--- config.mk ---
export PLATFORM = sky130hd
export DESIGN_NAME = rt_status_composer
export DESIGN_NICKNAME = d
export VERILOG_FILES = /design/src/rtl/rtsc_pkg.sv /design/src/rtl/rtsc_addr_check.sv /design/src/rtl/rtsc_bcast_track.sv /design/src/rtl/rtsc_field_latch.sv /design/src/rtl/rtsc_word_pack.sv /design/src/rtl/rt_status_composer.sv
export SDC_FILE = /design/constraint.sdc
export NUM_CORES = 1
export LEC_CHECK = 0
export ABC_AREA = 1
export BUFFER_PORTS_ARGS = -buffer_cell sky130_fd_sc_hd__buf_2
export CAP_MARGIN = 5
export CORE_ASPECT_RATIO = 0.7
export CORE_MARGIN = 2
export CORE_UTILIZATION = 43
export CTS_BUF_LIST = sky130_fd_sc_hd__clkbuf_8
export CTS_CLUSTER_SIZE = 14
export DETAILED_ROUTE_END_ITERATION = 8
export GPL_TIMING_DRIVEN = 0
export PLACE_DENSITY = 0.77
export SYNTH_ARGS = -nofsm -noshare
export SYNTH_HDL_FRONTEND = slang
export SYNTH_HIERARCHICAL = 1
export SYNTH_SLANG_ARGS = --single-unit
--- constraint.sdc ---
create_clock -name clk -period 1.1 [get_ports clk]
set_input_delay 0.165 -clock clk [delete_from_list [all_inputs] [get_ports clk]]
set_output_delay 0.165 -clock clk [all_outputs]
set_load 0.01 [all_outputs]
--- src/rtl/rtsc_pkg.sv ---
package rtsc_pkg;
  typedef struct packed {
    logic svc_req;
    logic dyn_bus_ok;
    logic term_flag;
    logic busy;
    logic ss_flag;
    logic illegal;
  } disc_t;

  localparam int LOW_W     = 11;
  localparam int BIT_ME    = 10;
  localparam int BIT_INSTR = 9;
  localparam int BIT_SR    = 8;
  localparam int BIT_RSV_H = 7;
  localparam int BIT_RSV_L = 5;
  localparam int BIT_BCR   = 4;
  localparam int BIT_BUSY  = 3;
  localparam int BIT_SSF   = 2;
  localparam int BIT_DBC   = 1;
  localparam int BIT_TF    = 0;
endpackage

--- src/rtl/rtsc_addr_check.sv ---
module rtsc_addr_check #(
  parameter int ADDR_W = 5
) (
  input  logic              clk,
  input  logic              rst_n,
  input  logic [ADDR_W-1:0] addr_strap,
  input  logic              addr_par,
  output logic              par_ok,
  output logic              addr_err_n
);
  // Odd parity: the six bits together must hold an odd count of ones.
  assign par_ok = ^{addr_strap, addr_par};

  always_ff @(posedge clk or negedge rst_n) begin
    if (!rst_n) addr_err_n <= 1'b1;
    else        addr_err_n <= par_ok;
  end
endmodule

--- src/rtl/rtsc_bcast_track.sv ---
module rtsc_bcast_track (
  input  logic clk,
  input  logic rst_n,
  input  logic bc_set,
  input  logic bc_take,
  output logic bc_pend
);
  always_ff @(posedge clk or negedge rst_n) begin
    if (!rst_n)       bc_pend <= 1'b0;
    else if (bc_set)  bc_pend <= 1'b1;
    else if (bc_take) bc_pend <= 1'b0;
  end
endmodule

--- src/rtl/rtsc_field_latch.sv ---
module rtsc_field_latch #(
  parameter int ADDR_W = 5
) (
  input  logic                  clk,
  input  logic                  rst_n,
  input  logic                  cap,
  input  logic [ADDR_W-1:0]     addr_in,
  input  rtsc_pkg::disc_t       disc_in,
  input  logic                  bc_in,
  output logic [ADDR_W-1:0]     addr_q,
  output rtsc_pkg::disc_t       disc_q,
  output logic                  bc_q
);
  always_ff @(posedge clk or negedge rst_n) begin
    if (!rst_n) begin
      addr_q <= '0;
      disc_q <= '0;
      bc_q   <= 1'b0;
    end else if (cap) begin
      addr_q <= addr_in;
      disc_q <= disc_in;
      bc_q   <= bc_in;
    end
  end
endmodule

--- src/rtl/rtsc_word_pack.sv ---
module rtsc_word_pack #(
  parameter int ADDR_W = 5,
  parameter int WORD_W = ADDR_W + rtsc_pkg::LOW_W
) (
  input  logic [ADDR_W-1:0] addr,
  input  rtsc_pkg::disc_t   disc,
  input  logic              bc,
  output logic [WORD_W-1:0] word
);
  import rtsc_pkg::*;
  always_comb begin
    word = '0;
    word[WORD_W-1 -: ADDR_W] = addr;
    word[BIT_ME]    = disc.illegal;
    word[BIT_INSTR] = 1'b0;
    word[BIT_SR]    = disc.svc_req;
    word[BIT_RSV_H:BIT_RSV_L] = '0;
    word[BIT_BCR]   = bc;
    word[BIT_BUSY]  = disc.busy;
    word[BIT_SSF]   = disc.ss_flag;
    word[BIT_DBC]   = disc.dyn_bus_ok;
    word[BIT_TF]    = disc.term_flag;
  end
endmodule

--- src/rtl/rt_status_composer.sv ---
module rt_status_composer #(
  parameter int ADDR_W = 5,
  localparam int WORD_W = ADDR_W + rtsc_pkg::LOW_W
) (
  input  logic              clk,
  input  logic              rst_n,
  input  logic [ADDR_W-1:0] addr_strap,
  input  logic              addr_par,
  input  logic              svc_req,
  input  logic              dyn_bus_ok,
  input  logic              term_flag,
  input  logic              busy,
  input  logic              ss_flag,
  input  logic              illegal_cmd,
  input  logic              cmd_valid,
  input  logic              cmd_bcast,
  output logic              cmd_ready,
  output logic              rsp_valid,
  input  logic              rsp_ready,
  output logic [WORD_W-1:0] status_word,
  output logic              data_sup,
  output logic              addr_err_n
);
  import rtsc_pkg::*;

  logic par_ok, accept, respond, bc_set, bc_pend, bc_q;
  logic [ADDR_W-1:0] addr_q;
  disc_t disc_live, disc_q;

  assign disc_live = '{svc_req: svc_req, dyn_bus_ok: dyn_bus_ok,
                       term_flag: term_flag, busy: busy,
                       ss_flag: ss_flag, illegal: illegal_cmd};

  assign cmd_ready = ~rsp_valid;
  assign accept    = cmd_valid & cmd_ready;
  assign respond   = accept & par_ok & ~cmd_bcast;
  assign bc_set    = accept & par_ok & cmd_bcast;

  rtsc_addr_check #(.ADDR_W(ADDR_W)) u_addr (
    .clk(clk), .rst_n(rst_n), .addr_strap(addr_strap), .addr_par(addr_par),
    .par_ok(par_ok), .addr_err_n(addr_err_n));

  rtsc_bcast_track u_bc (
    .clk(clk), .rst_n(rst_n), .bc_set(bc_set), .bc_take(respond),
    .bc_pend(bc_pend));

  rtsc_field_latch #(.ADDR_W(ADDR_W)) u_lat (
    .clk(clk), .rst_n(rst_n), .cap(respond), .addr_in(addr_strap),
    .disc_in(disc_live), .bc_in(bc_pend), .addr_q(addr_q),
    .disc_q(disc_q), .bc_q(bc_q));

  rtsc_word_pack #(.ADDR_W(ADDR_W)) u_pack (
    .addr(addr_q), .disc(disc_q), .bc(bc_q), .word(status_word));

  assign data_sup = rsp_valid & disc_q.illegal;

  always_ff @(posedge clk or negedge rst_n) begin
    if (!rst_n)         rsp_valid <= 1'b0;
    else if (respond)   rsp_valid <= 1'b1;
    else if (rsp_ready) rsp_valid <= 1'b0;
  end
endmodule

### Yosys cells after proc, flatten, opt, wreduce, memory -nomap -nowiden

Cells that the tools add are included.
W data, S select, Z words.

* bitwise logic cells: 7
* mux-type cells: 4
* reductions and logical operators: 3

Operators with widths (number)
* $reduce_xor A6 Y1: 1
* $and A1 B1 Y1: 5
* $mux W1: 4
* $reduce_bool A2 Y1: 2
* $not A1 Y1: 2

* input bits: 17
* register bits after elaboration: 15
* logic and storage cells: 25
* output and inout port bits: 20

### Longest topological paths before layout

* word-level depth: 6
* mapped depth: 14
* gate-level depth less buffers: 13

### By module

Netlist, hierarchy kept.

Modules (own cells, without submodules)
* rtsc_field_latch: area an instance 457.9 um^2, cells an instance 51, times used 1, seq. area each 300.3 um^2
* rtsc_addr_check: area an instance 132.6 um^2, cells an instance 26, times used 1, seq. area each 26.3 um^2
* rtsc_word_pack: area an instance 123.9 um^2, cells an instance 17, times used 1, seq. area each 0.0 um^2
* rt_status_composer: area an instance 70.1 um^2, cells an instance 12, times used 1, seq. area each 25.0 um^2
* rtsc_bcast_track: area an instance 40.0 um^2, cells an instance 5, times used 1, seq. area each 25.0 um^2

### Worst setup path before layout

Ideal clock, no wire load.

* path kind: input to register
* start: input addr_par
* end: register, netlist name u_lat/disc_q[0]
* stages on the path: 14
* data required time: 984 ps
* setup slack: -87 ps
* path buffers: 1
* data arrival time: 1070 ps
* library setup time: 116 ps
* path through: inv_1 > nand2_1 > nand2_1 > nand2_1 > nand3_1 > nand2_1 > nand2_1 > nor2_1 > nand2_1 > inv_1 > inv_2 > buf_6 > nand2_1 > nand2_1

* longest elaborated chain between the ends: 3

Ends and longest elaborated chain
* from (decl): RTL line rt_status_composer.sv:8 `input logic addr_par,`
* $reduce_xor A6 Y1: RTL line rtsc_addr_check.sv:12 `assign par_ok = ^{addr_strap, addr_par};`
* named net par_ok: RTL line rt_status_composer.sv:26 `logic par_ok, accept, respond, bc_set, bc_pend, bc_q;`
* $and A1 B1 Y1 (2 in a row): RTL line rt_status_composer.sv:36 `assign respond = accept & par_ok & ~cmd_bcast;`
* named net respond: RTL line rt_status_composer.sv:26

The timed path passes the listed nets, and every way through them passes these cells.
A chain may end at the register's enable or synchronous reset.

### Final worst setup path

* start: input addr_strap[2]
* end: register, netlist name u_lat/disc_q[4]

* longest elaborated chain between the ends: 3

Ends and longest elaborated chain
* from (decl): RTL line rt_status_composer.sv:7 `input logic [ADDR_W-1:0] addr_strap,`
* $reduce_xor A6 Y1: RTL line rtsc_addr_check.sv:12
* named net par_ok: RTL line rt_status_composer.sv:26
* $and A1 B1 Y1 (2 in a row): RTL line rt_status_composer.sv:36
* named net respond: RTL line rt_status_composer.sv:26

The timed path passes the listed nets, and every way through them passes these cells.

==> metrics.md <==
| Metric | Value |
|---|---|
| Largest vdd supply drop | around 0.96 mV |
| Count of warnings emitted by yosys | 6 |
| Total Wirelength | between 1500 and 2000 µm |
| Dpl cells | approximately 170 |
| Number of hold violations in the final report | 0 |
| Clock sink total | 15 |
| Worst reg-to-reg setup slack | 20 ps |
| DR vias | about 740 |
| Yosys top cell area share | 42.49% |
| Reg2Reg Depth | 6 |
| Buffer cell driving the clock tree root | sky130_fd_sc_hd__clkbuf_8 |
| Setup violators final | 8 |
| Global-route wire length before repair | about 2400 µm |
| Max Freq | ~890 MHz |
| Global Route Usage Sum | between 10% and 20% |
| Worst min-delay path startpoint | illegal_cmd |
| Number of nets still failing antenna checks after routing | 0 |
| Top post-synthesis cells by area | sky130_fd_sc_hd__dfrtp_1, sky130_fd_sc_hd__nand2_1, sky130_fd_sc_hd__buf_4 |
| Clk_skew | a little over 0.8 ps |
| Endpoint of the worst-slack reg-to-reg timing path | u_lat/disc_q[4] |
| Worst Path Class, Setup | input pin to flop |
| Critical Path Start Type | input pin |
| DRT Pass-1 Iters | 4 |
| Number of standard cells in the layout, taps in and fillers out | between 150 and 200 |
| Clock tree from TritonCTS | yes |
| Violated checks | setup timing |
| Last weighted congestion value of the routability-driven placer | approximately 0.75 |
| Sum of buffers and inverters on the critical path | 4 |
| Async set-or-reset flop fraction in the synthesized netlist | 100.0% |
| Sequential element share of the synthesized area | a little under half |
| Mean number of vias per cell | between 4 and 5 |
| Mapped Avg Cell Area | 7.428 µm² |
| Vert. Die Dim | just over 40 µm |
| Clock Pin Slew Worst Setup and Hold Paths | 60 ps |
| TNS Setup | -121.5 ps |
| Maximum number of pins on one net before global-route repair | 16 |
| Row cnt | 13 |
| Minimum setup slack in the final design | -23.24 ps |
| DRC errors left | 0 |
| Area of the core region | 1838 µm² |
| Most instantiated cells after synthesis | sky130_fd_sc_hd__nand2_1, sky130_fd_sc_hd__buf_4, sky130_fd_sc_hd__dfrtp_1 |
| Run status | complete, but fails checks |
| Max-cap viol count | 0 |
| Die Outline Area | between 2000 and 2500 µm² |
| Initial core utilization | around 45% |
| Width of the die | 56.34 µm |
| Worst Setup SP | addr_strap[2] |
| Layout cells sized above 1 | a little over three fifths |
| Post-DP HPWL | approximately 1200 µm |
| Most area-hungry cell type in the Yosys netlist | sky130_fd_sc_hd__dfrtp_1 |
| Part of the cycle the worst path needs | 102.1% |
| Power after layout | 2102 µW |
| Class of the tightest hold or removal check | input pin to flop |
| Clock buffer count from CTS | 3 |
| Depth of the worst hold-timing path | 3 |
| Final hold slack | approximately 120 ps |
| Largest delay contributor family on the critical path | simple AND/OR/NAND/NOR gates |
| Number of distinct library cell variants in the gate-level netlist after synthesis | 14 |
| Crit path arrival time | between 1000 and 1500 ps |
| CTS Buffer Depth | 2 |
| Hold path endpoint | u_lat/disc_q[0] |
| Count leader, synth | sky130_fd_sc_hd__nand2_1 |
| Crit path cell chain | buf_8 -> inv_4 -> nand2_2 -> nand2_2 -> nand2_1 -> nand3_1 -> nand2_1 -> nand2_1 -> nor2_1 -> nand2_2 -> clkinv_4 -> buf_6 -> nand2_2 -> nand2_2 |
| Top-Level Pins | 37 |
| Number of synthesized flops with an enable pin | 0 |
| RSZ-0062 raised after global routing | true |
| H-tree levels | 1 |
| RR Startpoint | rsp_valid |
| Vias in the first global route | about 590 |
| Post-layout min period | around 1100 ps |
| Mapped cell area | just over 800 µm² |
| Synthesis-stage register bit count | 15 |
| Static leakage power | slightly above 0.0007 µW |
| Initial antenna violation count | 0 |
| Maximum cell stage delay along the critical path | 160 ps |
| Cell at the slowest stage of the critical path | sky130_fd_sc_hd__buf_6 |
| Critical path capture point type | flop |
| Crit-path most repeated cell | sky130_fd_sc_hd__nand2_2 |
| Initial detailed-routing violation count | 10 |
| Power per cell area | approximately 1700 nW/µm² |
| Routed len/inst | between 10 and 15 µm |
| Clk_lat worst skew | between 200 and 250 ps |
| Quantity of I/O buffers inserted on ports | 32 |
| Number of standard cells after synthesis | approximately 110 |
| Fillcell total | approximately 170 |
| Grt total ovfl | 0 |
| Data required time at the worst endpoint | between 1000 and 1500 ps |
| DP Worst Slack | -326.8 ps |
| Area growth syn-to-layout | 53.11% |
| Net count reported at finish | between 150 and 200 |
| Top fanout value on the critical path | 7 |
| Commonest register cell after synthesis | sky130_fd_sc_hd__dfrtp_1 |
| Final count of pins violating max slew | 0 |
| Antenna diode count | 0 |
where the power goes:
group	switching, µW	internal [µW]
Clock	186	250
Sequential	95.1	724
Combinational	386	462
Total	666	1440
state kept, by name, indices dropped and copies added (netlist names):
register           flops
u_addr/addr_err_n      1
u_lat/bc_q             1
u_lat/disc_q           6
u_lat/addr_q           5
rsp_valid              1
u_bc/bc_pend           1
cells by family after synthesis:
logic type    after synthesis  synth area share, %
simple gates               64                29.89
buf+inv                    29                21.85
flops                      15                45.68
xor+xnor                    2                2.125
other cells                 1               0.4548
worst max path at each step:
stage                                 end  slack [ps]  cells after the start
final                     u_lat/disc_q[4]         -20                     14
after global routing      u_lat/disc_q[3]        -120                     14
after CTS                 u_lat/addr_q[2]          -2                     13
after detailed placement  u_lat/addr_q[3]        -330                     15
after global placement    u_lat/addr_q[0]        -290                     15
after floorplan           u_lat/addr_q[0]         -30                     14
layer usage:
metal  part of all wire [%]  vias up  track usage (%)
met5                      0        -                0
met4                      0        0            3.571
met3                    7.9        0            6.309
met2                     49       27            26.47
met1                     43      322            17.16
li1                       -      392                -
through the flow:
| step | cell area (µm²) | util [%] |
|---|---|---|
| CTS | 1097 | 59.70 |
| detailed placement | 1039 | 56.50 |
| global route | 1262 | 68.69 |
| global placement | 1039 | 56.50 |
| floorplan | 850.8 | - |
| finish | 1262 | 68.69 |
worst register-to-register path: stages, from the launching register on:
cell                       delay (ps)
sky130_fd_sc_hd__dfrtp_2          440
sky130_fd_sc_hd__nor2_1           130
sky130_fd_sc_hd__nand2_2           90
sky130_fd_sc_hd__clkinv_4         110
sky130_fd_sc_hd__buf_6            140
sky130_fd_sc_hd__nand2_2           60
sky130_fd_sc_hd__nand2_2           50
repair_timing:
item / CTS / global route
pin swaps: 2 / 22
cloned: 0 / 2
gates resized for setup: 5 / 50
hold buffers: 1 / 0
setup buffers: 0 / 1
endpoints found under the setup margin: 11 / 13
endpoints found under the hold margin: 14 / 0
final cells by class:
cell class | count | area (µm²) | area share (%)
buffer | 17 | 131.4 | 10.41
clock buffer | 3 | 41.29 | 3.271
clock inverter | 1 | 5.005 | 0.3964
inverter | 11 | 68.82 | 5.451
multi-input combinational | 70 | 364.1 | 28.84
sequential | 15 | 377.9 | 29.93
tap | 22 | 27.53 | 2.180
timing repair buffer | 35 | 240.2 | 19.03
timing repair inverter | 1 | 6.256 | 0.4955
cells in the final DEF, fill, tap and decap left out, types with 2 or more instances in the layout:
master / count
sky130_fd_sc_hd__buf_2: 25
sky130_fd_sc_hd__buf_4: 18
sky130_fd_sc_hd__buf_6: 5
sky130_fd_sc_hd__buf_8: 3
sky130_fd_sc_hd__clkbuf_8: 3
sky130_fd_sc_hd__conb_1: 4
sky130_fd_sc_hd__dfrtp_1: 13
sky130_fd_sc_hd__inv_1: 3
sky130_fd_sc_hd__inv_2: 2
sky130_fd_sc_hd__inv_4: 4
sky130_fd_sc_hd__inv_8: 2
sky130_fd_sc_hd__nand2_1: 31
sky130_fd_sc_hd__nand2_2: 28
sky130_fd_sc_hd__nand3_1: 2
No activity file was read; power rests on OpenSTA's default activity.
